## src/rtl/irq_ctl_pkg.sv

```systemverilog
// Shared layout of the interrupt control register.
// Assumes an 8-bit register; the field order is visible to software.
package irq_ctl_pkg;

    localparam int REG_W = 8;

    // Field view of the register, most significant bit first.
    typedef struct packed {
        logic master_en;
        logic periph_en;
        logic tmr_en;
        logic ext_en;
        logic chg_en;
        logic tmr_flag;
        logic ext_flag;
        logic chg_flag;
    } irq_ctl_t;

    localparam int EN_W  = 5;   // writable enables, bits 7..3
    localparam int HWF_W = 2;   // sticky hardware flags, bits 2..1

endpackage

```

## src/rtl/irq_enable_bank.sv

```systemverilog
// Holds the writable enable bits. Plain storage loaded by CPU writes.
// Assumes the write strobe and data are synchronous to clk.
module irq_enable_bank #(
    parameter int EN_W = 5
) (
    input  logic            clk,
    input  logic            rst_n,
    input  logic            wr_en,
    input  logic [EN_W-1:0] wr_bits,
    output logic [EN_W-1:0] en_q
);

    // Load the enables on a write, clear them on reset.
    always_ff @(posedge clk) begin
        if (!rst_n)     en_q <= '0;
        else if (wr_en) en_q <= wr_bits;
    end

endmodule

```

## src/rtl/irq_flag_bank.sv

```systemverilog
// Sticky event flags. A source pulse sets a flag whatever the enables are.
// A CPU write loads the flag, but a pulse on the same edge wins.
// Assumes the set pulses are single-cycle and synchronous to clk.
module irq_flag_bank #(
    parameter int NUM_FLAGS = 2
) (
    input  logic                 clk,
    input  logic                 rst_n,
    input  logic                 wr_en,
    input  logic [NUM_FLAGS-1:0] wr_bits,
    input  logic [NUM_FLAGS-1:0] set_pulse,
    output logic [NUM_FLAGS-1:0] flag_q
);

    for (genvar i = 0; i < NUM_FLAGS; i++) begin : g_flag
        // One sticky flag: a set event takes priority over a write.
        always_ff @(posedge clk) begin
            if (!rst_n)            flag_q[i] <= 1'b0;
            else if (set_pulse[i]) flag_q[i] <= 1'b1;
            else if (wr_en)        flag_q[i] <= wr_bits[i];
        end
    end

endmodule

```

## src/rtl/irq_chg_summary.sv

```systemverilog
// Read-only summary of the per-pin change flags, registered once.
// Assumes the per-pin flags are held and cleared by their own registers.
module irq_chg_summary #(
    parameter int CHG_PINS = 8
) (
    input  logic                clk,
    input  logic                rst_n,
    input  logic [CHG_PINS-1:0] pin_flags,
    output logic                any_q
);

    // Track whether any per-pin flag is still set.
    always_ff @(posedge clk) begin
        if (!rst_n) any_q <= 1'b0;
        else        any_q <= |pin_flags;
    end

endmodule

```

## src/rtl/irq_req_gen.sv

```systemverilog
// Two-level request gating: the source terms are ORed, the peripheral
// term also needs its group enable, and the master enable gates the result.
// Purely combinational; no added latency.
module irq_req_gen (
    input  irq_ctl_pkg::irq_ctl_t ctl,
    input  logic                  periph_req,
    output logic                  irq_req
);

    logic src_any;

    // Form the request from the enabled sources.
    always_comb begin
        src_any = (ctl.tmr_en    & ctl.tmr_flag)
                | (ctl.ext_en    & ctl.ext_flag)
                | (ctl.chg_en    & ctl.chg_flag)
                | (ctl.periph_en & periph_req);
        irq_req = ctl.master_en & src_any;
    end

endmodule

```

## src/rtl/irq_ctrl_reg.sv

```systemverilog
// Interrupt control/status register with its request logic.
// Bits 7..3 are enables, 2..1 are sticky flags and 0 is a read-only summary.
// Assumes single-cycle event pulses and a synchronous active-low reset.
module irq_ctrl_reg
    import irq_ctl_pkg::*;
#(
    parameter int CHG_PINS = 8
) (
    input  logic                clk,
    input  logic                rst_n,
    input  logic                wr_en,
    input  logic [REG_W-1:0]    wr_data,
    output logic [REG_W-1:0]    rd_data,
    input  logic                tmr_ovf_pulse,
    input  logic                ext_evt_pulse,
    input  logic [CHG_PINS-1:0] chg_flags,
    input  logic                periph_req,
    output logic                irq_req
);

    localparam int HWF_LSB = 1;
    localparam int EN_LSB  = HWF_LSB + HWF_W;

    logic [EN_W-1:0]  en_q;
    logic [HWF_W-1:0] hwf_q;
    logic             chg_q;
    irq_ctl_t         ctl;

    irq_enable_bank #(.EN_W(EN_W)) u_en (
        .clk     (clk),
        .rst_n   (rst_n),
        .wr_en   (wr_en),
        .wr_bits (wr_data[EN_LSB +: EN_W]),
        .en_q    (en_q)
    );

    irq_flag_bank #(.NUM_FLAGS(HWF_W)) u_flags (
        .clk       (clk),
        .rst_n     (rst_n),
        .wr_en     (wr_en),
        .wr_bits   (wr_data[HWF_LSB +: HWF_W]),
        .set_pulse ({tmr_ovf_pulse, ext_evt_pulse}),
        .flag_q    (hwf_q)
    );

    irq_chg_summary #(.CHG_PINS(CHG_PINS)) u_chg (
        .clk       (clk),
        .rst_n     (rst_n),
        .pin_flags (chg_flags),
        .any_q     (chg_q)
    );

    // Assemble the register view from its parts.
    always_comb begin
        ctl     = irq_ctl_t'({en_q, hwf_q, chg_q});
        rd_data = ctl;
    end

    irq_req_gen u_req (
        .ctl        (ctl),
        .periph_req (periph_req),
        .irq_req    (irq_req)
    );

endmodule

```

## config.mk

```make
export PLATFORM = sky130hd
export DESIGN_NAME = irq_ctrl_reg
export DESIGN_NICKNAME = d
export VERILOG_FILES = /design/src/rtl/irq_ctl_pkg.sv /design/src/rtl/irq_enable_bank.sv /design/src/rtl/irq_flag_bank.sv /design/src/rtl/irq_chg_summary.sv /design/src/rtl/irq_req_gen.sv /design/src/rtl/irq_ctrl_reg.sv
export SDC_FILE = /design/constraint.sdc
export NUM_CORES = 1
export LEC_CHECK = 0
export BUFFER_PORTS_ARGS = -buffer_cell sky130_fd_sc_hd__buf_2
export CAP_MARGIN = 20
export CORE_AREA = 3 3 40 42
export CTS_CLUSTER_SIZE = 16
export DETAILED_ROUTE_END_ITERATION = 8
export DIE_AREA = 0 0 43 45
export GPL_ROUTABILITY_DRIVEN = 0
export PLACE_DENSITY = 0.69
export SETUP_SLACK_MARGIN = 0.02
export SYNTH_ARGS = -nofsm -noshare
export SYNTH_HDL_FRONTEND = slang
export SYNTH_SLANG_ARGS = --single-unit
```

## constraint.sdc

```tcl
create_clock -name clk -period 1.1 [get_ports clk]
set_clock_uncertainty 0.1 [all_clocks]
set_input_delay 0 -clock clk [delete_from_list [all_inputs] [get_ports clk]]
set_output_delay 0 -clock clk [all_outputs]
set_load 0.05 [all_outputs]
```

Word-level counts from Yosys, hierarchy flattened

Cells that the tools add are included.

Input bits: 22
Register bits after elaboration: 8
Word-level logic and storage cells: 19

Bitwise logic cells: 8
Reduce and logical (&&, ||, !) cells: 3
Mux-type cells: 4

Operators with widths:

| kind               | number |
|---|---|
| $reduce_or A8 Y1   | 1 |
| $and A1 B1 Y1      | 5 |
| $mux W1            | 4 |
| $reduce_bool A2 Y1 | 2 |
| $or A1 B1 Y1       | 3 |

Depth between registers and ports, before layout

Gate-level depths: netlist of the first run.

Depth after elaboration: 5
Mapped depth: 3

Modules after synthesis

From an unflattened synthesis of the first run, not the netlist that was laid out.

Cell total of the unflattened synthesis: 30
Area, all modules: 340.3 µm²

By module, submodules not included:

| module          | sequential area each (µm²) | cells an instance | times used | area an instance (µm²) |
|---|---|---|---|---|
| irq_enable_bank | 100.1                      | 16                | 1          | 192.7 |
| irq_flag_bank   | 40.0                       | 6                 | 1          | 77.6 |
| irq_chg_summary | 20.0                       | 4                 | 1          | 40.0 |
| irq_req_gen     | 0.0                        | 3                 | 1          | 22.5 |
| irq_ctrl_reg    | 0.0                        | 1                 | 1          | 7.5 |

Worst setup path before layout of the first run

OpenSTA, ideal clock, no wires.

Kind: register to output
Start point: register u_en.en_q[1]
End point: output port irq_req
Required time: 1,000 ps
Setup slack: -961 ps
Arrival: 1,961 ps
Stages on the path, launching flop included: 3
Path through: dfxtp_1 > a22oi_1 > a21boi_0

Cells in the longest elaborated chain, start to end: 5

Ends and longest elaborated chain:

| what                   | RTL line              | source |
|---|---|---|
| from (decl)            | irq_enable_bank.sv:10 | `output logic [EN_W-1:0] en_q` |
| from (signal assigned) | irq_enable_bank.sv:16 | `else if (wr_en) en_q <= wr_bits;` |
| $and A1 B1 Y1          | irq_req_gen.sv:15     | `\| (ctl.ext_en & ctl.ext_flag)` |
| $or A1 B1 Y1           | irq_req_gen.sv:15     |  |
| $or A1 B1 Y1           | irq_req_gen.sv:16     | `\| (ctl.chg_en & ctl.chg_flag)` |
| $or A1 B1 Y1           | irq_req_gen.sv:17     | `\| (ctl.periph_en & periph_req);` |
| $and A1 B1 Y1          | irq_req_gen.sv:18     | `irq_req = ctl.master_en & src_any;` |
| to (decl)              | irq_ctrl_reg.sv:18    | `output logic irq_req` |

No other way between the ends.

Final worst setup path of the first run

Start point: register u_flags.flag_q[0]
End point: output port irq_req

Cells in the longest elaborated chain, start to end: 5

Ends and longest elaborated chain:

| what                              | RTL line            | source |
|---|---|---|
| from (decl)                       | irq_flag_bank.sv:12 | `output logic [NUM_FLAGS-1:0] flag_q` |
| from (signal, indexed assignment) | irq_flag_bank.sv:20 | `else if (wr_en) flag_q[i] <= wr_bits[i];` |
| $and A1 B1 Y1                     | irq_req_gen.sv:15   |  |
| $or A1 B1 Y1                      | irq_req_gen.sv:15   |  |
| $or A1 B1 Y1                      | irq_req_gen.sv:16   |  |
| $or A1 B1 Y1                      | irq_req_gen.sv:17   |  |
| $and A1 B1 Y1                     | irq_req_gen.sv:18   |  |

No other way between the ends.

==> flow_metrics.py, run 1 <==
metrics = {
    "outcome": {
        "outcome": "complete, but fails checks",
        "violations": "setup timing",
    },
    "floorplan": {
        "die_x_um": 43,
        "num_rows": 13,
        "chipHeight_um": 45,
        "die_area_mm2": 0.00194,
        "pin_count": 31,
        "start_util_pct": 27.1,
        "coreArea_mm2": 0.00128,
    },
    "power": {
        "ir_drop_v": 0.000675,
        "internal_power_mw": 0.561,
        "power.share.switching_pct": 29.5,
        "power_frac_seq_pct": 40.2,
        "leakage_nw": 0.357,
        "finalPower_mw": 0.796,
        "p_comb_share_pct": 29.7,
        "pwr_density_cell_mw_per_mm2": 1050,
        "power.switching_mw": 0.234,
        "power_frac_clock_pct": 30.1,
    },
    "yosys": {
        "ys_ff_latch": 8,
        "syn_avg_cell_area_um2": 11.6,
        "yosys.cell_types.count": 10,
        "syn_area_um2": 348,
        "synth_top_area_cell": "dfxtp_1",
        "synth_top_cell_area_share_pct": 46.0,
        "postSynthNetCount": 52,
        "synthTopCellsByArea": "dfxtp_1 46%, mux2i_1 14%, nor2b_1 9.0%",
        "yosysSeqAreaShare_pct": 46.0,
        "yosys_warnings": 0,
        "syn-instance-count": 30,
    },
    "timing": {
        "finalCritPeriodShare_pct": 106,
        "rsz0062_at_grt": "true",
        "final-max-slew-violation-count": 0,
        "layout_min_cycle_time_ns": 1.17,
        "relSlewSlack_pct": 83.1,
        "setup_tns_ns": -0.0660,
        "fin_ws_ns": -0.0660,
        "worst_pin_slew_ns": 0.256,
        "hold-worst-slack_ns": 0.0427,
        "finalSetupViolCount": 1,
        "finalHoldViolCount": 0,
        "fmax_ghz": 0.858,
    },
    "flow_run": {
        "cap_violations": 0,
    },
    "grt": {
        "grt_first_pass_wirelength_um": 1950,
        "antenna_found_initial": 0,
        "grt_pass1_vias": 429,
        "overflow": 0,
        "grt_max_degree": 9,
        "grt_use_total_pct": 13.8,
    },
    "routing": {
        "drt.antenna.violating_nets": 0,
        "drtPass1Iterations": 2,
        "wl_per_cell_um": 11.7,
        "drcViolationCount": 0,
        "drtIter0Drc": 1,
        "vias": 406,
        "vias_per_cell": 4.27,
        "wirelength_um": 1110,
    },
    "layout": {
        "final_area_um2": 758,
        "stdcell_count": 95,
        "nFillCells": 101,
        "final_layout_size_suffix_gt1_share_pct": 56.3,
        "multi_input_area_um2": 190,
        "utilization_pct": 59.0,
        "seqCellArea_um2": 184,
        "antennaDiodeCount": 0,
        "syn_to_final_growth_pct": 118,
        "final_nets": 103,
    },
    "clocking": {
        "root_buffer": "clkbuf_4",
        "htree_levels": 1,
        "cts.sinks": 8,
        "clock_latency_ns": 0.26,
        "tritoncts": "yes",
        "numCtsBuffers": 3,
        "cts_buffer_depth": 2,
        "clkTransAtPathRegs_ns": 0.06,
    },
    "setup_path": {
        "cp-startpoint": "u_flags.flag_q[0]",
        "worstSetupStartpointType": "register",
        "required_ns": 1.00,
        "rr_startpoint": "u_flags.flag_q[1]",
        "r2r_cells": 2,
        "arrival_ns": 1.07,
        "crit_fanout": 3,
        "critical_path.endpoint": "irq_req",
        "reg2reg_setup_slack_ns": 0.13,
        "crit_path_end_kind": "output port",
        "r2r-end": "u_flags.flag_q[1]",
        "worstSetupPathType": "register to output port",
    },
    "placed_design": {
        "place_ws_ns": 0.0901,
        "placed_cell_area_um2": 536,
        "numPortBuffers": 29,
        "dp.cells": 73,
    },
    "min_path": {
        "hold_path_depth": 3,
        "hp-class": "input port to register",
    },
}
-- cell usage after synthesis --
cell      number
a21boi_0       2
a22oi_1        2
buf_4          1
buf_6          1
dfxtp_1        8
mux2_4         2
mux2i_1        5
nor2b_1        5
nor4_1         2
o21a_1         2
-- per-layer routing --
layer	global-route usage (%)	share of wire (%)	up-vias
li1	-	-	207
met1	17.6	41	189
met2	22.5	55	10
met3	4.78	4.0	0
met4	3.61	0	0
met5	0	0	-
-- worst min path at each step --
stage             startpoint           endpoint  slack, ns
6_report               wr_en  u_flags.flag_q[0]       0.04
5_1_grt                wr_en  u_flags.flag_q[0]       0.04
4_1_cts                wr_en  u_flags.flag_q[0]       0.03
3_5_place_dp   ext_evt_pulse  u_flags.flag_q[0]       0.11
3_3_place_gp   tmr_ovf_pulse  u_flags.flag_q[1]       0.11
2_1_floorplan          rst_n  u_flags.flag_q[0]       0.02
-- placed cells by master (no fill, tap or decap) --
cell,synthesis,routed
buf_2,0,28
dlygate4sd3_1,0,18
dfxtp_4,0,6
mux2i_1,5,5
nor2b_1,5,5
clkbuf_4,0,3
a22oi_2,0,2
nor4_1,2,2
mux2_4,2,2
o21a_1,2,2
a21boi_4,0,1
a21boi_0,2,1
clkbuf_1,0,1
buf_6,1,1
buf_4,1,1
dfxtp_1,8,1
dfxtp_2,0,1
-- registers in the layout, indices dropped and copies added (netlist names) --
signal	cells
u_flags.flag_q	2
u_chg.any_q	1
u_en.en_q	5
-- critical path, cell delays in order, from the launching register on --
cell	delay [ns]
dfxtp_4	0.34
a22oi_2	0.23
a21boi_4	0.08
buf_6	0.15
-- power by group through the flow --
stage	Clock [mW]	Sequential [mW]	Combinational, mW
after floorplan	0	0.381	0.0668
after global placement	0	0.323	0.182
after detailed placement	0	0.324	0.182
after CTS	0.255	0.320	0.236
after global routing	0.275	0.324	0.252
final	0.240	0.320	0.236
-- cell type report --
class,count,share of cell area (%)
sequential,8,24.3
tap,15,2.48
timing repair buffer,48,44.7
clock buffer,4,3.47
multi-input combinational,20,25.1
-- logic make-up (layout without fill, tap and decap cells) --
kind of cell	Yosys count	in the layout	share of synthesized area, %
flops	8	8	46.0
mux	7	7	23.0
simple gates	7	7	12.6
compound gates	6	6	12.9
buf+inv	2	52	5.40
-- what timing repair did --
item | 4_1_cts | 5_1_grt
setup endpoints to repair | 1 | 1
endpoints found under the hold margin | 8 | 0
hold buffers | 18 | 0
setup buffers | 0 | 0
gates resized for setup | 4 | 0
pin swaps | 1 | 0
Note: power is estimated with default switching activity, not from simulation.
==> run 2, diff against run 1 <==
CORE_AREA = 2 2 39 41   (was 3 3 40 42)
DIE_AREA = 0 0 41 43   (was 0 0 43 45)
==> run 2 against run 1 <==
The flow finishes with violations (hold timing, setup timing). Critical path type unchanged. Worst setup slack worse by 0.0078 ns. Wire length grew 11%. Highest routed layer is now met4. Hold slack got worse by 0.047 ns. Sequential share of layout area down 0.24 points. Critical endpoint unchanged. Final cell count up 1.1%. Largest power group unchanged. Combinational power increased by 2%. Clock-buffer cell count is the same. Non-clock buffer count is the same. Global-route usage is 2.5 points higher. Total power grew 1.8%. Fmax is 0.66% lower.
==> flow_metrics.py, run 2 (synthesis gave the netlist of run 1 again) <==
metrics = {
    "outcome": {
        "outcome": "complete, but fails checks",
        "violations": "hold timing, setup timing",
    },
    "routing": {
        "vias": 448,
        "vias_per_cell": 4.67,
        "wirelength_um": 1230,
        "drcViolationCount": 0,
        "drtIter0Drc": 5,
        "wl_per_cell_um": 12.8,
        "drtPass1Iterations": 4,
        "drt.antenna.violating_nets": 0,
    },
    "setup_path": {
        "critPathSlowestCell": "dfxtp_4",
        "slowest_delay_ns": 0.35,
        "crit_fanout": 3,
        "worstSetupStartpointType": "register",
        "worstSetupPathType": "register to output port",
        "arrival_ns": 1.07,
        "required_ns": 1.00,
        "crit_path_end_kind": "output port",
        "path_cells": "a22oi_2 -> a21boi_4 -> buf_6",
    },
    "layout": {
        "final_nets": 103,
        "regMostFlops": "u_en.en_q",
        "reg.largest.list": "u_en.en_q (5), u_flags.flag_q (2), u_chg.any_q (1)",
        "syn_to_final_growth_pct": 120,
        "seqCellArea_um2": 184,
        "nFillCells": 126,
        "final_cell_mix": "28 x buf_2, 18 x dlygate4sd3_1, 6 x dfxtp_4, 5 x mux2i_1, 5 x nor2b_1",
        "antennaDiodeCount": 0,
        "final_layout_size_suffix_gt1_share_pct": 57.5,
        "layout_commonest_cell": "buf_2",
        "largest_reg_flops": 5,
        "stdcell_count": 96,
        "multi_input_area_um2": 196,
    },
    "timing": {
        "hold-worst-slack_ns": -0.00392,
        "final-max-slew-violation-count": 0,
        "worst_pin_slew_ns": 0.256,
        "relSlewSlack_pct": 82.8,
        "setup_tns_ns": -0.0737,
        "layout_min_cycle_time_ns": 1.17,
        "fmax_ghz": 0.852,
        "rsz0062_at_grt": "true",
        "finalHoldViolCount": 1,
        "fin_ws_ns": -0.0737,
        "finalCritPeriodShare_pct": 107,
        "finalSetupViolCount": 1,
    },
    "floorplan": {
        "chipHeight_um": 43,
        "die_x_um": 41,
        "start_util_pct": 25.1,
        "die_area_mm2": 0.00176,
        "coreArea_mm2": 0.00138,
        "num_rows": 14,
        "pin_count": 31,
    },
    "flow_run": {
        "cap_violations": 0,
    },
    "placed_design": {
        "numPortBuffers": 29,
        "post-dp-hpwl_um": 676,
        "dp.cells": 74,
    },
    "grt": {
        "grt_first_pass_wirelength_um": 1820,
        "antenna_found_initial": 0,
        "grt_max_degree": 9,
        "grt_pass1_vias": 455,
        "overflow": 0,
        "grt_use_total_pct": 16.3,
    },
    "clocking": {
        "clkTransAtPathRegs_ns": 0.07,
        "numCtsBuffers": 3,
        "root_buffer": "clkbuf_4",
        "cts_buffer_depth": 2,
        "clock_latency_ns": 0.25,
        "post_cts_buffers": 0,
        "cts.sinks": 8,
        "tritoncts": "yes",
        "htree_levels": 1,
    },
    "power": {
        "pwr_density_cell_mw_per_mm2": 1060,
        "ir_drop_v": 0.000593,
        "leakage_nw": 0.358,
    },
    "min_path": {
        "hp-class": "input port to register",
    },
}
run 2: cell counts in the layout (fill, tap and decap cells not counted):
Identical to the previous run, type by type.
run 2: where the power goes:
part / internal [mW] / switching (mW)
registers: 0.305 / 0.0160
logic: 0.118 / 0.122
clock network: 0.139 / 0.110
total: 0.562 / 0.248
run 2: metrics by stage:
stage	total power [mW]	util (%)	area, µm²	setup WS (ns)
6_report	0.810	55.3	766	-0.0737
3_3_place_gp	0.503	38.8	537	0.0914
5_1_grt	0.851	55.3	766	-0.110
3_5_place_dp	0.506	38.8	537	0.0951
2_1_floorplan	0.448	-	383	0.0649
4_1_cts	0.809	54.9	759	-0.0733
run 2: layout make-up:
class | count | area share [%]
Timing Repair Buffer | 48 | 44.3
Multi-Input combinational cell | 20 | 25.7
Sequential cell | 8 | 24.0
Clock buffer | 4 | 3.43
Tap cell | 16 | 2.61
run 2: repair_timing:
item / 4_1_cts / 5_1_grt
endpoints found under the hold margin: 8 / 0
setup endpoints to repair: 1 / 2
cloned: 0 / 0
pin swaps: 1 / 0
resized for setup: 4 / 1
hold buffers: 18 / 0
run 2: path summary, 6_finish.rpt:
check / start / end / slack, ns / depth (start not counted)
hold reg to reg: u_en.en_q[0] / u_en.en_q[0] / 0.43 / 2
setup reg to reg: u_flags.flag_q[1] / u_flags.flag_q[1] / 0.12 / 2
setup / recovery: u_flags.flag_q[0] / irq_req / -0.07 / 3
hold / removal: wr_en / u_en.en_q[1] / -0.004 / 3
run 2: routing by layer:
layer	up-vias	track usage, %	part of all wire (%)
li1	209	-	-
met1	207	14.3	35
met2	24	26.3	54
met3	8	5.24	4.5
met4	0	16.0	7.0
met5	-	0	0
run 2: critical path, delay by kind of cell, from the launching register on:
kind	cells	cell delay [ns]
AO/OA/AOI/OAI	2	0.31
buffers and inverters	1	0.16
flip-flops	1	0.35
==> run 3, diff against run 2 <==
--- a/config.mk
+++ b/config.mk
@@ -13,5 +13,5 @@
 export DIE_AREA = 0 0 41 43
 export GPL_ROUTABILITY_DRIVEN = 0
-export PLACE_DENSITY = 0.69
+export PLACE_DENSITY_LB_ADDON = 0.25
 export SETUP_SLACK_MARGIN = 0.02
 export SYNTH_ARGS = -nofsm -noshare
==> constraint.sdc (replaced) <==
create_clock -name clk -period 1.1 [get_ports clk]
set_clock_uncertainty 0.1 [all_clocks]
set_input_delay 0.055 -clock clk [delete_from_list [all_inputs] [get_ports clk]]
set_output_delay 0.055 -clock clk [all_outputs]
set_load 0.05 [all_outputs]
==> run 3 against run 2 <==
Critical path depth unchanged. Fmax down 2.6%. Die area unchanged. Largest power group unchanged. The run still ends with hold timing, setup timing left. Cell area down 9.8%. Utilization down 5.4 points.
==> flow_metrics.py, run 3 (synthesis gave the netlist of run 1 again) <==
metrics = {
    "outcome": {
        "outcome": "complete, but fails checks",
        "violations": "hold timing, setup timing",
    },
    "placed_design": {
        "placed_cell_area_um2": 542,
        "place_ws_ns": 0.0277,
        "post-dp-hpwl_um": 678,
        "numPortBuffers": 29,
    },
    "setup_path": {
        "required_ns": 0.94,
        "worstSetupPathType": "register to output port",
        "crit_fanout": 3,
        "slowest_delay_ns": 0.34,
        "worstSetupStartpointType": "register",
        "arrival_ns": 1.05,
        "cp_num_buf_inv": 1,
        "path_delay_family": "flip-flops",
        "path_cells": "a22oi_2 -> a21boi_4 -> buf_6",
        "crit_path_end_kind": "output port",
        "critPathSlowestCell": "dfxtp_4",
    },
    "routing": {
        "drcViolationCount": 0,
        "wl_per_cell_um": 10.6,
        "wirelength_um": 929,
        "drtPass1Iterations": 2,
        "vias_per_cell": 4.26,
        "drt.antenna.violating_nets": 0,
        "vias": 375,
        "drtIter0Drc": 2,
    },
    "layout": {
        "final_area_um2": 691,
        "syn_to_final_growth_pct": 98.6,
        "regMostFlops": "u_en.en_q",
        "antennaDiodeCount": 0,
        "final_cell_mix": "27 x buf_2, 11 x dlygate4sd3_1, 6 x dfxtp_4, 5 x mux2i_1, 5 x nor2b_1",
        "largest_reg_flops": 5,
        "final_nets": 95,
        "reg.largest.list": "u_en.en_q (5), u_flags.flag_q (2), u_chg.any_q (1)",
        "utilization_pct": 49.9,
        "layout_commonest_cell": "buf_2",
        "final_layout_size_suffix_gt1_share_pct": 62.5,
    },
    "power": {
        "leakage_nw": 0.325,
        "pwr_density_cell_mw_per_mm2": 1110,
        "ir_drop_v": 0.000525,
        "power.share.switching_pct": 29.3,
        "p_comb_share_pct": 28.0,
        "power_frac_clock_pct": 30.5,
        "internal_power_mw": 0.544,
        "power_frac_seq_pct": 41.5,
        "power.switching_mw": 0.226,
    },
    "timing": {
        "setup_tns_ns": -0.105,
        "fin_ws_ns": -0.105,
        "relSlewSlack_pct": 84.6,
        "fmax_ghz": 0.830,
        "final-max-slew-violation-count": 0,
        "rsz0062_at_grt": "true",
        "finalCritPeriodShare_pct": 110,
        "hold-worst-slack_ns": -0.0330,
        "finalHoldViolCount": 1,
        "layout_min_cycle_time_ns": 1.20,
        "worst_pin_slew_ns": 0.229,
        "finalSetupViolCount": 1,
    },
    "clocking": {
        "cts_buffer_depth": 2,
        "cts.sinks": 8,
        "root_buffer": "clkbuf_4",
        "clock_latency_ns": 0.24,
        "tritoncts": "yes",
        "htree_levels": 1,
        "clkTransAtPathRegs_ns": 0.06,
        "numCtsBuffers": 3,
    },
    "flow_run": {
        "cap_violations": 0,
    },
    "grt": {
        "grt_pass1_vias": 357,
        "overflow": 0,
        "grt_first_pass_wirelength_um": 1420,
        "grt_max_degree": 9,
        "grt_use_total_pct": 12.2,
        "antenna_found_initial": 0,
    },
    "floorplan": {
        "coreArea_mm2": 0.00138,
        "chipHeight_um": 43,
        "die_area_mm2": 0.00176,
        "start_util_pct": 25.1,
        "pin_count": 31,
        "die_x_um": 41,
        "num_rows": 14,
    },
    "min_path": {
        "hp-class": "input port to register",
    },
}
==> run 3: changes by cell type in the layout (fill, tap and decap cells not counted), sizes merged <==
cell         before  now
dlygate4sd3      18   11
buf              30   29
==> run 3: final timing paths <==
kind,start,end,slack [ns],depth (start not counted)
worst max-delay path,u_flags.flag_q[0],irq_req,-0.10,3
worst min register to register,u_en.en_q[4],u_en.en_q[4],0.43,2
worst max register to register,u_flags.flag_q[0],u_flags.flag_q[0],0.13,2
worst min-delay path,chg_flags[4],u_chg.any_q,-0.03,3
==> run 3: repair_timing <==
| action | in CTS | in global routing |
|---|---|---|
| endpoints found under the setup margin | 1 | 2 |
| pin swaps | 1 | 2 |
| resized for setup | 3 | 2 |
| setup buffers | 0 | 0 |
| hold buffers | 10 | 1 |
| endpoints found under the hold margin | 8 | 1 |
==> run 3: power by group through the flow <==
stage,Sequential (mW),Combinational [mW],Clock [mW]
final,0.320,0.215,0.235
after global routing,0.322,0.230,0.254
after global placement,0.325,0.183,0
after floorplan,0.382,0.0678,0
after detailed placement,0.325,0.184,0
after CTS,0.320,0.214,0.242
==> run 3: metrics by stage <==
stage / total power, mW / cells
6_report: 0.770 / 88
5_1_grt: 0.806 / 88
4_1_cts: 0.776 / 88
3_5_place_dp: 0.509 / 74
3_3_place_gp: 0.507 / 74
2_1_floorplan: 0.450 / 30
==> run 3: area by class of cell <==
cell class	count	area [µm²]
tap	16	20.0
timing repair buffer	40	264
multi-input combinational	20	196
sequential	8	184
fill	131	693
clock buffer	4	26.3
==> run 3: worst reg2reg max path: stages (launching register included) <==
cell and delay, ns:
dfxtp_4 0.34, mux2_4 0.26, o21a_1 0.16
==> run 3: per-layer routing <==
| layer | GRT usage (%) | wire (µm) | part of all wire, % |
|---|---|---|---|
| met1 | 14.0 | 337 | 36 |
| met3 | 4.71 | 46 | 5.0 |
| met2 | 18.8 | 545 | 59 |
| met4 | 6.00 | 0 | 0 |
| met5 | 0 | 0 | 0 |
